==> src/rtl/sfr_bridge.sv <==
module sfr_bridge #(
  parameter logic [6:0] BASE = 7'h40
) (
  input  logic       clk,
  input  logic       rst_n,
  input  logic [6:0] sfr_addr,
  input  logic       sfr_wr,
  input  logic       sfr_rd,
  input  logic [7:0] sfr_wdata,
  output logic [7:0] sfr_rdata,
  output logic [8:0] per_addr,
  output logic [7:0] per_wdata,
  output logic       per_wr,
  output logic       per_rd,
  input  logic [7:0] per_rdata
);
  localparam logic [1:0] OFS_ALO = 2'd0;
  localparam logic [1:0] OFS_CTL = 2'd1;
  localparam logic [1:0] OFS_WD  = 2'd2;

  logic [7:0] addr_lo, wdata_q, rdata_q;
  logic       addr_hi, rd_req, wr_req, cap, done_q;

  wire hit = (sfr_addr[6:2] == BASE[6:2]);
  wire [1:0] ofs = sfr_addr[1:0];

  assign per_addr  = {addr_hi, addr_lo};
  assign per_wdata = wdata_q;
  assign per_wr    = wr_req;
  assign per_rd    = rd_req & ~wr_req;

  always_ff @(posedge clk) begin
    if (!rst_n) begin
      addr_lo <= '0;
      addr_hi <= 1'b0;
      wdata_q <= '0;
      rdata_q <= '0;
      rd_req  <= 1'b0;
      wr_req  <= 1'b0;
      cap     <= 1'b0;
      done_q  <= 1'b0;
    end else begin
      if (wr_req)      wr_req <= 1'b0;
      else if (rd_req) rd_req <= 1'b0;
      cap <= per_rd;
      if (cap) begin
        rdata_q <= per_rdata;
        done_q  <= 1'b1;
      end
      if (wr_req && !rd_req) done_q <= 1'b1;
      if (sfr_wr && hit) begin
        case (ofs)
          OFS_ALO: addr_lo <= sfr_wdata;
          OFS_CTL: begin
            addr_hi <= sfr_wdata[0];
            if (sfr_wdata[1]) rd_req <= 1'b1;
            if (sfr_wdata[2]) wr_req <= 1'b1;
            if (sfr_wdata[1] || sfr_wdata[2]) done_q <= 1'b0;
          end
          OFS_WD:  wdata_q <= sfr_wdata;
          default: ;
        endcase
      end
    end
  end

  always_comb begin
    sfr_rdata = '0;
    if (sfr_rd && hit) begin
      case (ofs)
        OFS_ALO: sfr_rdata = addr_lo;
        OFS_CTL: sfr_rdata = {done_q, 4'b0, wr_req, rd_req, addr_hi};
        OFS_WD:  sfr_rdata = wdata_q;
        default: sfr_rdata = rdata_q;
      endcase
    end
  end
endmodule

==> config.mk <==
export PLATFORM = sky130hd
export DESIGN_NAME = sfr_bridge
export DESIGN_NICKNAME = d
export VERILOG_FILES = /design/src/rtl/sfr_bridge.sv
export SDC_FILE = /design/constraint.sdc
export NUM_CORES = 1
export LEC_CHECK = 0
export ABC_AREA = 1
export BUFFER_PORTS_ARGS = -buffer_cell sky130_fd_sc_hd__buf_4
export CORE_MARGIN = 1.5
export CORE_UTILIZATION = 45
export CTS_CLUSTER_SIZE = 20
export DETAILED_ROUTE_END_ITERATION = 10
export MAX_ROUTING_LAYER = met4
export PLACE_DENSITY = 0.74
export SYNTH_ARGS = -nofsm -noshare
export SYNTH_HDL_FRONTEND = slang
export SYNTH_SLANG_ARGS = --single-unit
==> constraint.sdc <==
create_clock -name clk -period 1.55 [get_ports clk]
set_input_delay 0.0775 -clock clk [delete_from_list [all_inputs] [get_ports clk]]
set_output_delay 0.0775 -clock clk [all_outputs]
set_load 0.05 [all_outputs]
==> results of run 1 <==
## Yosys cell counts
cell	number
sky130_fd_sc_hd__nor2_1	58
sky130_fd_sc_hd__nand2_1	53
sky130_fd_sc_hd__dfxtp_1	29
sky130_fd_sc_hd__inv_1	19
sky130_fd_sc_hd__nand4_1	17
sky130_fd_sc_hd__o21ai_0	11
sky130_fd_sc_hd__a31oi_1	6
sky130_fd_sc_hd__a21oi_1	3
sky130_fd_sc_hd__buf_4	3
sky130_fd_sc_hd__inv_2	3
sky130_fd_sc_hd__nand3_1	3
sky130_fd_sc_hd__nor2_2	3
sky130_fd_sc_hd__nor2_4	3
sky130_fd_sc_hd__buf_1	2
sky130_fd_sc_hd__buf_2	2
sky130_fd_sc_hd__clkbuf_1	2
sky130_fd_sc_hd__nand2_2	2
sky130_fd_sc_hd__buf_6	1
sky130_fd_sc_hd__nand4_4	1
sky130_fd_sc_hd__nor2_8	1
sky130_fd_sc_hd__nor3_1	1
sky130_fd_sc_hd__nor3b_2	1
sky130_fd_sc_hd__nor4_1	1
## final cells by class
type                       instances  share of cell area
clock buffer                       7             0.03081
inverter                          22             0.03910
clock inverter                     1            0.002370
sequential                        29              0.2749
multi-input combinational        164              0.3863
timing repair buffer              65              0.2405
tap                               44             0.02607
## worst max path at each step
stage	start	endpoint	slack (ns)	cells past startpoint
after floorplan	addr_lo[1]	sfr_rdata[1]	0.006	3
after global placement	sfr_addr[5]	sfr_rdata[0]	0.27	7
after detailed placement	sfr_addr[5]	sfr_rdata[4]	0.26	7
after CTS	per_wr	sfr_rdata[2]	0.16	5
after global routing	per_wr	sfr_rdata[2]	0.06	5
final	per_wr	sfr_rdata[2]	0.16	5
## logic make-up (layout without fill, tap and decap cells)
| logic type | count (synthesis) | after routing | share of synthesized area |
|---|---|---|---|
| and+or+nand+nor | 144 | 144 | 0.4461 |
| AOI/OAI and AO/OA | 20 | 20 | 0.07184 |
| buffers and inverters | 32 | 95 | 0.09441 |
| DFF | 29 | 29 | 0.3876 |
## power breakdown
group,leakage [nW],switching (W),internal (W)
clock,0.0413,0.000283,0.000262
sequential,0.234,0.00000168,0.000746
combinational,0.700,0.0000981,0.0000805
total,0.975,0.000382,0.00109
## stage by stage
step | instances | total power, W | utilization
final | 332 | 0.001472 | 0.6806
after global routing | 332 | 0.001531 | 0.6806
after detailed placement | 316 | 0.0009267 | 0.6323
after CTS | 332 | 0.001477 | 0.6806
after global placement | 316 | 0.0009260 | 0.6323
after floorplan | 225 | 0.0008523 | -
## critical path, stage by stage (launching register included)
cell                      delay [ns]
sky130_fd_sc_hd__dfxtp_1        0.46
sky130_fd_sc_hd__nand2_1        0.09
sky130_fd_sc_hd__nand3_1        0.08
sky130_fd_sc_hd__a21oi_1        0.05
sky130_fd_sc_hd__nor2_2         0.09
sky130_fd_sc_hd__buf_4          0.20
## layer usage
layer,up-vias,share of wire
li1,841,-
met1,698,0.49
met2,53,0.43
met3,10,0.054
met4,0,0.029
met5,-,0
## flip-flops by register name, summed over array words and instances, names as in the netlist
name / flops
addr_hi: 1
cap: 1
addr_lo: 8
rdata_q: 8
rd_req: 1
done_q: 1
per_wr: 1
per_wdata: 8
==> Flow_metrics.wiki, run 1 <==
{| class="wikitable"
! Metric !! Value
|-
| Outcome || finished, final reports clean
|-
| Mean number of vias per cell || 4.825
|-
| Cell types with the largest area share after synthesis || sky130_fd_sc_hd__dfxtp_1 39%, sky130_fd_sc_hd__nor2_1 15%, sky130_fd_sc_hd__nand2_1 13%, sky130_fd_sc_hd__nand4_1 7.1%, sky130_fd_sc_hd__inv_1 4.8%
|-
| Clock sink total || 29
|-
| Layout Nets || 314
|-
| Total area of sequential cells || 580.6 um2
|-
| Cell area after synthesis || 0.001498 mm2
|-
| First-pass GRT wire length || 6.279 mm
|-
| Worst IR drop on VDD || 0.4331 mV
|-
| Floorplan core area || 0.003103 mm2
|-
| Area used by multi-input combinational logic || 815.8 um2
|-
| Endpoint kind of the worst setup timing path || output pin
|-
| Clock tree buffer depth || 2
|-
| Total Wirelength || 3.960 mm
|-
| Min cycle time layout || 1.386 ns
|-
| Power per cell area || 696.9 mW/mm2
|-
| Total leakage power || 0.9745 nW
|-
| Class of the tightest hold or removal check || input pin to register
|-
| Arrival @ worst endpoint || 1.31 ns
|-
| Startpoint of the worst register-to-register path || per_wr
|-
| Post-Layout Inst Area || 0.002112 mm2
|-
| GR met2 Demand/Resource || 0.3472
|-
| Slew of the pin with the lowest slew margin || 0.3202 ns
|-
| Total Neg Setup Slack || 0 ns
|-
| Antenna violations before repair || 0
|-
| Worst Hold Endpoint || per_wr
|-
| Maximum fanout encountered on the critical timing path || 6
|-
| Die X || 60.69 um
|-
| Post-Synthesis Net Count || 252
|-
| Setup Slack @ Placement || 0.2619 ns
|-
| Die Area || 0.003683 mm2
|-
| Layout area overhead || 41.02%
|-
| Layout cell share with drive strength beyond 1 || 0.2986
|-
| Vert. Die Dim || 60.69 um
|-
| Total cell area at the placement stage || 0.001962 mm2
|-
| Hold bufs inserted after CTS || 8
|-
| Hold Worst Slack || 0.05089 ns
|-
| Number of library cell types mapped by synthesis || 23
|-
| Average routed wire per standard cell || 11.93 um
|-
| Commonest cells after routing, fill and taps aside || 57 x sky130_fd_sc_hd__nor2_1, 57 x sky130_fd_sc_hd__buf_4, 53 x sky130_fd_sc_hd__nand2_1
|-
| # H-tree levels || 2
|-
| Detailed-route DRC error count || 0
|-
| Final weighted congestion in routability-driven placement || 0.7955
|-
| Headroom to the max-slew limit || 0.7860
|-
| Final WS setup || 0.1643 ns
|-
| Post-synthesis cell count || 225
|-
| Number of filler cells placed in the layout || 297
|-
| Final hold violation count || 0
|-
| Antenna-violating nets left || 0
|-
| Buffers inserted during post-CTS setup optimization || 0
|-
| Avg Synthesized Cell Area || 6.656 um2
|-
| Total overflow reported by the global router || 0
|-
| WS Path Type || register to output pin
|-
| Max Slew Vio Count || 0
|-
| Fraction of met3 tracks used by global routing || 0.05117
|-
| RSZ-0062 raised after global routing || false
|-
| Most congested layer reported by global routing || met2
|-
| Required time at the endpoint of the critical path || 1.47 ns
|-
| Via count || 1,602
|-
| Flip-flop and latch count after synthesis || 29
|-
| Via count of the first global-routing pass || 1,408
|-
| Number of rows in the core area || 20
|-
| Setup Skew || 0.007064 ns
|-
| Final worst path period share || 0.8940
|-
| Cell taking the most area after synthesis || sky130_fd_sc_hd__dfxtp_1
|-
| Hold Startpoint || sfr_wdata[2]
|-
| Synth top area share || 0.3876
|-
| Count of cells along the worst register-to-register path || 6
|-
| Cell depth of the worst hold path || 3
|-
| M1 GR Usage || 0.3176
|-
| Number of antenna repair diodes || 0
|-
| Total routing resource utilization after global routing || 0.2418
|-
| Max cap viols || 0
|-
| Total of endpoints with negative setup slack in the final report || 0
|-
| Effective utilization at floorplan || 0.4827
|-
| Clock insertion delay at the later pin of the skew report || 0.35 ns
|-
| TritonRoute pass-1 iters || 4
|-
| Clock-pin slew reported for the worst setup and hold paths after clock tree synthesis || 0.10 ns
|-
| Total of warnings raised by yosys || 0
|-
| Flop2flop setup slack || 0.54 ns
|-
| R2R Path End || done_q
|-
| Maximum frequency from static timing analysis || 721.7 MHz
|-
| Type of element launching the critical path || register
|-
| Starting DRC count in detailed routing || 79
|-
| IO Count || 54
|-
| Estimated wirelength of the detail-placed design || 2.842 mm
|-
| # resized after CTS || 0
|-
| Share of synthesized area occupied by flip-flops and latches || 0.3876
|-
| TritonCTS clock tree || built
|-
| Pin count of the biggest net entering global routing || 27
|-
| TritonCTS buffer count || 5
|-
| Number of buffers inserted by port buffering || 53
|-
| CTS root buffer || sky130_fd_sc_hd__clkbuf_4
|}
(Power assumes the default switching activity.)
==> run 2: changes to the inputs <==
- CORE_MARGIN: 1.5 -> 1
==> Flow_metrics.wiki, run 2 (synthesis gave the netlist of run 1 again) <==
{| class="wikitable"
! Metric !! Value
|-
| Outcome || finished, final reports clean
|-
| Setup Slack @ Placement || 0.2524 ns (-0.009537 ns)
|-
| Headroom to the max-slew limit || 0.7497 (-0.03629)
|-
| Slew of the pin with the lowest slew margin || 0.3745 ns (+0.05430 ns)
|-
| WS Path Type || register to output pin
|-
| Arrival @ worst endpoint || 1.27 ns (-0.04 ns)
|-
| Final core utilization || 0.6698 (-0.01089)
|-
| Total routing resource utilization after global routing || 0.2402 (-0.001664)
|-
| Placed instance count || 314 (-0.63%)
|-
| Maximum fanout encountered on the critical timing path || 3 (-3)
|-
| CTS root buffer || sky130_fd_sc_hd__clkbuf_4
|-
| Maximum frequency from static timing analysis || 743.2 MHz (+3.0%)
|-
| Power per cell area || 655.8 mW/mm2 (-5.9%)
|-
| Number of filler cells placed in the layout || 287 (-3.4%)
|-
| Clock insertion delay at the later pin of the skew report || 0.33 ns (-0.02 ns)
|-
| Class of the tightest hold or removal check || input pin to register
|-
| Max cap viols || 0 (unchanged)
|-
| TritonRoute pass-1 iters || 4 (unchanged)
|-
| Final WS setup || 0.2045 ns (+0.04014 ns)
|-
| Clock sink total || 29 (unchanged)
|-
| Estimated wirelength of the detail-placed design || 2.682 mm (-5.6%)
|-
| Via count || 1,608 (+0.37%)
|-
| Worst IR drop on VDD || 0.5037 mV (+16%)
|-
| Total overflow reported by the global router || 0 (unchanged)
|-
| Endpoint kind of the worst setup timing path || output pin
|-
| Antenna violations before repair || 0 (unchanged)
|-
| First-pass GRT wire length || 6.168 mm (-1.8%)
|-
| Setup Skew || 0.002000 ns (-0.005064 ns)
|-
| Total Neg Setup Slack || 0 ns (unchanged)
|-
| Layout Nets || 312 (-0.64%)
|-
| IO Count || 54 (unchanged)
|-
| # H-tree levels || 2 (unchanged)
|-
| RSZ-0062 raised after global routing || false
|-
| TritonCTS clock tree || built
|-
| Final weighted congestion in routability-driven placement || 0.8038 (+1.0%)
|-
| Final hold violation count || 0 (unchanged)
|-
| Effective utilization at floorplan || 0.4827 (unchanged)
|-
| Commonest cells after routing, fill and taps aside || 57 x sky130_fd_sc_hd__nor2_1, 55 x sky130_fd_sc_hd__buf_4, 53 x sky130_fd_sc_hd__nand2_1
|-
| Total area of sequential cells || 580.6 um2 (unchanged)
|-
| Die Area || 0.003563 mm2 (-3.3%)
|-
| Mean number of vias per cell || 4.873 (+0.98%)
|-
| Vert. Die Dim || 59.69 um (-1.6%)
|-
| Total Wirelength || 3.760 mm (-5.1%)
|-
| Min cycle time layout || 1.346 ns (-0.04015 ns)
|-
| TritonCTS buffer count || 5 (unchanged)
|-
| Detailed-route DRC error count || 0 (unchanged)
|-
| Clock-pin slew reported for the worst setup and hold paths after clock tree synthesis || 0.09 ns (about the same)
|-
| Total leakage power || 0.9546 nW (-2.0%)
|-
| Average routed wire per standard cell || 11.39 um (-4.5%)
|-
| Required time at the endpoint of the critical path || 1.47 ns (about the same)
|-
| Number of antenna repair diodes || 0 (unchanged)
|-
| Post-Layout Inst Area || 0.002078 mm2 (-1.6%)
|-
| Antenna-violating nets left || 0 (unchanged)
|-
| Total of endpoints with negative setup slack in the final report || 0 (unchanged)
|-
| Layout cell share with drive strength beyond 1 || 0.2902 (-0.008401)
|-
| Area used by multi-input combinational logic || 815.8 um2 (unchanged)
|-
| Post-Layout Cell Count || 330 (-0.60%)
|-
| Type of element launching the critical path || register
|-
| Floorplan core area || 0.003103 mm2 (unchanged)
|-
| Via count of the first global-routing pass || 1,379 (-2.1%)
|-
| Most common cell after layout, fill and taps aside || sky130_fd_sc_hd__nor2_1
|-
| Clock tree buffer depth || 2 (unchanged)
|-
| Layout area overhead || 38.76%
|-
| Number of buffers inserted by port buffering || 53 (unchanged)
|-
| Die X || 59.69 um (-1.6%)
|-
| Final worst path period share || 0.8681 (-0.02590)
|-
| Pin count of the biggest net entering global routing || 27 (unchanged)
|-
| Total cell area at the placement stage || 0.001947 mm2 (-0.77%)
|-
| Starting DRC count in detailed routing || 86 (+8.9%)
|-
| Number of rows in the core area || 20 (unchanged)
|-
| Max Slew Vio Count || 0 (unchanged)
|-
| Buffers inserted during post-CTS setup optimization || 0 (unchanged)
|}
[run 2: changes by cell type in the layout (fill, tap and decap cells not counted), sizes merged]
cell / before / now
buf: 57 / 55
clkbuf: 7 / 6
clkinv: 1 / 2
[run 2: through the flow]
| step | hold WS [ns] | power [W] |
|---|---|---|
| 2_1_floorplan | 0.2124 | 0.0008523 |
| 3_3_place_gp | 0.2996 | 0.0009229 |
| 3_5_place_dp | 0.3020 | 0.0009239 |
| 4_1_cts | 0.06112 | 0.001365 |
| 5_1_grt | 0.1049 | 0.001422 |
| 6_report | 0.07340 | 0.001363 |
[run 2: final cells by class]
class	count	share of cell area
Clock inverter	2	0.004816
Sequential cell	29	0.2794
Clock buffer	6	0.01987
Inverter	22	0.03974
Multi-Input combinational cell	164	0.3925
Timing Repair Buffer	63	0.2372
Tap cell	44	0.02649
[run 2: routing by layer]
| layer | track usage | share of wire | vias up |
|---|---|---|---|
| li1 | - | - | 843 |
| met5 | - | 0 | - |
| met2 | 0.3444 | 0.45 | 51 |
| met3 | 0.04113 | 0.053 | 8 |
| met4 | 0.1063 | 0.016 | 0 |
| met1 | 0.3297 | 0.48 | 706 |
[run 2: worst max-delay path: stages, from the launching register on]
cell and delay [ns]:
sky130_fd_sc_hd__dfxtp_1 0.37, sky130_fd_sc_hd__nand2_1 0.09, sky130_fd_sc_hd__nand2_1 0.08, sky130_fd_sc_hd__inv_1 0.04, sky130_fd_sc_hd__a31oi_2 0.13, sky130_fd_sc_hd__buf_4 0.22
[run 2: worst paths after layout]
path           startpoint      endpoint  slack (ns)  depth (start not counted)
max          per_wdata[7]  sfr_rdata[7]        0.20                          5
min          sfr_wdata[2]        per_wr        0.07                          3
max reg2reg           cap        done_q        0.48                          6
min reg2reg    rdata_q[7]    rdata_q[7]        0.50                          2
[run 2: power breakdown]
part / internal, W / leakage [nW] / switching [W] / total [W]
clock: 0.000172 / 0.0320 / 0.000266 / 0.000439
sequential: 0.000746 / 0.234 / 0.00000162 / 0.000748
combinational: 0.0000789 / 0.689 / 0.0000973 / 0.000176
[run 2: repair_timing]
item	4_1_cts	5_1_grt
hold buffers	8	0
setup endpoints to repair	0	0
endpoints found under the hold margin	8	0
gates resized for setup	0	0
==> run 3: changes to the inputs <==
--- a/config.mk
+++ b/config.mk
@@ -9,9 +9,9 @@
 export BUFFER_PORTS_ARGS = -buffer_cell sky130_fd_sc_hd__buf_4
 export CORE_MARGIN = 1
-export CORE_UTILIZATION = 45
+export CORE_UTILIZATION = 52
 export CTS_CLUSTER_SIZE = 20
 export DETAILED_ROUTE_END_ITERATION = 10
 export MAX_ROUTING_LAYER = met4
-export PLACE_DENSITY = 0.74
+export PLACE_DENSITY = 0.83
 export SYNTH_ARGS = -nofsm -noshare
 export SYNTH_HDL_FRONTEND = slang
==> constraint.sdc (replaced) <==
create_clock -name clk -period 1.55 [get_ports clk]
set_input_delay 0.31 -clock clk [delete_from_list [all_inputs] [get_ports clk]]
set_output_delay 0.31 -clock clk [all_outputs]
set_load 0.05 [all_outputs]
==> Flow_metrics.wiki, run 3 (synthesis gave the netlist of run 1 again) <==
{| class="wikitable"
! Metric !! Value
|-
| Die Area || 0.003099 mm2 (-13%)
|-
| Via count of the first global-routing pass || 1,482 (+7.5%)
|-
| Arrival @ worst endpoint || 1.24 ns (-0.03 ns)
|-
| Most congested layer reported by global routing || met2
|-
| Clock tree buffer depth || 2 (unchanged)
|-
| Flop2flop setup slack || 0.52 ns (+0.04 ns)
|-
| Hold bufs inserted after CTS || 0 (-8)
|-
| Clock insertion delay at the later pin of the skew report || 0.35 ns (+0.02 ns)
|-
| Total cell area at the placement stage || 0.002074 mm2 (+6.6%)
|-
| Total routing resource utilization after global routing || 0.2816 (+0.04141)
|-
| Slew of the pin with the lowest slew margin || 0.2807 ns (-0.09381 ns)
|-
| Total of endpoints with negative setup slack in the final report || 0 (unchanged)
|-
| Endpoint kind of the worst setup timing path || output pin
|-
| IO Count || 54 (unchanged)
|-
| Mean number of vias per cell || 5.245 (+7.6%)
|-
| Layout cell share with drive strength beyond 1 || 0.4007 (+0.1105)
|-
| Power per cell area || 625.3 mW/mm2 (-4.6%)
|-
| First-pass GRT wire length || 6.568 mm (+6.5%)
|-
| Max cap viols || 0 (unchanged)
|-
| WS Path Type || input pin to output pin
|-
| Final weighted congestion in routability-driven placement || 0.8498 (+5.7%)
|-
| Number of filler cells placed in the layout || 187 (-35%)
|-
| Post-Layout Cell Count || 323 (-2.1%)
|-
| Min cycle time layout || 1.548 ns (+0.2027 ns)
|-
| Area used by multi-input combinational logic || 929.6 um2 (+14%)
|-
| CTS root buffer || sky130_fd_sc_hd__clkbuf_4
|-
| Floorplan core area || 0.002734 mm2 (-12%)
|-
| Maximum frequency from static timing analysis || 645.9 MHz (-13%)
|-
| Outcome || finished, final reports clean
|-
| Type of element launching the critical path || input pin
|-
| Max Slew Vio Count || 0 (unchanged)
|-
| Total overflow reported by the global router || 0 (unchanged)
|-
| Required time at the endpoint of the critical path || 1.24 ns (-0.23 ns)
|-
| TritonCTS buffer count || 5 (unchanged)
|-
| Setup Skew || 0.01091 ns (+0.008913 ns)
|-
| GR met2 Demand/Resource || 0.4286 (+0.08413)
|-
| M1 GR Usage || 0.3456 (+0.01584)
|-
| Commonest cells after routing, fill and taps aside || 56 x sky130_fd_sc_hd__nor2_1, 53 x sky130_fd_sc_hd__buf_4, 49 x sky130_fd_sc_hd__nand2_1
|-
| Number of buffers inserted by port buffering || 53 (unchanged)
|-
| Number of rows in the core area || 19 (-5.0%)
|-
| Layout Nets || 318 (+1.9%)
|-
| Total area of sequential cells || 595.6 um2 (+2.6%)
|-
| Vert. Die Dim || 55.67 um (-6.7%)
|-
| Worst IR drop on VDD || 0.6374 mV (+27%)
|-
| Starting DRC count in detailed routing || 87 (+1.2%)
|-
| Fraction of met3 tracks used by global routing || 0.08605 (+0.04492)
|-
| Startpoint of the worst register-to-register path || cap
|-
| Most common cell after layout, fill and taps aside || sky130_fd_sc_hd__nor2_1
|-
| Antenna-violating nets left || 0 (unchanged)
|-
| Placed instance count || 309 (-1.6%)
|-
| # H-tree levels || 2 (unchanged)
|-
| Total leakage power || 1.037 nW (+8.6%)
|-
| Detailed-route DRC error count || 0 (unchanged)
|-
| Antenna violations before repair || 0 (unchanged)
|-
| Pin count of the biggest net entering global routing || 27 (unchanged)
|-
| Clock-pin slew reported for the worst setup and hold paths after clock tree synthesis || 0.10 ns (about the same)
|-
| Class of the tightest hold or removal check || input pin to register
|-
| Post-Layout Inst Area || 0.002280 mm2 (+9.7%)
|-
| Maximum fanout encountered on the critical timing path || 8 (+5)
|-
| Estimated wirelength of the detail-placed design || 2.860 mm (+6.6%)
|-
| Crit path from || sfr_addr[4]
|-
| Number of antenna repair diodes || 0 (unchanged)
|-
| Average routed wire per standard cell || 13.29 um (+17%)
|-
| Clock sink total || 29 (unchanged)
|-
| Final hold violation count || 0 (unchanged)
|-
| Layout area overhead || 52.21%
|-
| Die X || 55.67 um (-6.7%)
|-
| Total Wirelength || 4.292 mm (+14%)
|-
| RSZ-0062 raised after global routing || true
|-
| TritonRoute pass-1 iters || 5 (+1)
|-
| Setup crit end || sfr_rdata[1]
|-
| Headroom to the max-slew limit || 0.8126 (+0.06288)
|-
| Final worst path period share || 0.9989 (+0.1308)
|-
| TritonCTS clock tree || built
|-
| R2R Path End || done_q
|-
| Via count || 1,694 (+5.3%)
|-
| Effective utilization at floorplan || 0.5478 (+0.06516)
|-
| Count of cells along the worst register-to-register path || 6 (unchanged)
|}
run 3: power by group:
part	internal, W	leakage (nW)	switching, W
Sequential	0.000745	0.239	0.00000181
Clock	0.000171	0.0310	0.000298
Combinational	0.0000971	0.767	0.000113
run 3: layout make-up:
type	count	share of cell area
clock inverters	3	0.007684
well taps	31	0.01701
multi-input cells	164	0.4078
clock buffers	5	0.01647
repair buffers	69	0.2536
flip-flops and latches	29	0.2613
inverters	22	0.03622
run 3: stage by stage:
step | setup TNS (ns) | setup slack, ns | utilization | hold WS, ns | total power (W)
2_1_floorplan | -0.2068 | -0.1330 | - | 0.4449 | 0.0008566
3_3_place_gp | -0.2222 | -0.05974 | 0.7588 | 0.4708 | 0.0009430
3_5_place_dp | -0.3019 | -0.06222 | 0.7588 | 0.4899 | 0.0009465
4_1_cts | -0.01804 | -0.01804 | 0.7995 | 0.1836 | 0.001399
5_1_grt | -0.1970 | -0.05111 | 0.8339 | 0.1762 | 0.001486
6_report | 0 | 0.001782 | 0.8339 | 0.1753 | 0.001426
run 3: layer usage:
metal / wire, um / part of all wire
met5: 0 / 0
met1: 1751 / 0.41
met2: 2074 / 0.48
met3: 353 / 0.082
met4: 112 / 0.026
run 3: worst min path at each step:
stage	from	end	slack, ns	cells past startpoint
2_1_floorplan	per_rdata[0]	rdata_q[0]	0.44	2
3_3_place_gp	per_wr	cap	0.47	1
3_5_place_dp	per_wr	cap	0.49	1
4_1_cts	per_rdata[3]	rdata_q[3]	0.18	3
5_1_grt	per_rdata[5]	rdata_q[5]	0.18	3
6_report	per_rdata[5]	rdata_q[5]	0.18	3
run 3: critical path: stages:
cell,delay [ns]
sky130_fd_sc_hd__buf_6,0.09
sky130_fd_sc_hd__nor2_4,0.13
sky130_fd_sc_hd__nand2_4,0.08
sky130_fd_sc_hd__nor2_8,0.14
sky130_fd_sc_hd__nand2_8,0.11
sky130_fd_sc_hd__nor3b_4,0.19
sky130_fd_sc_hd__buf_6,0.18
run 3: what timing repair did:
action / in CTS / in global routing
gates resized for setup: 9 / 30
cloned: 0 / 0
pin swaps: 2 / 9
setup endpoints to repair: 8 / 8
buffers inserted: 4 / 2
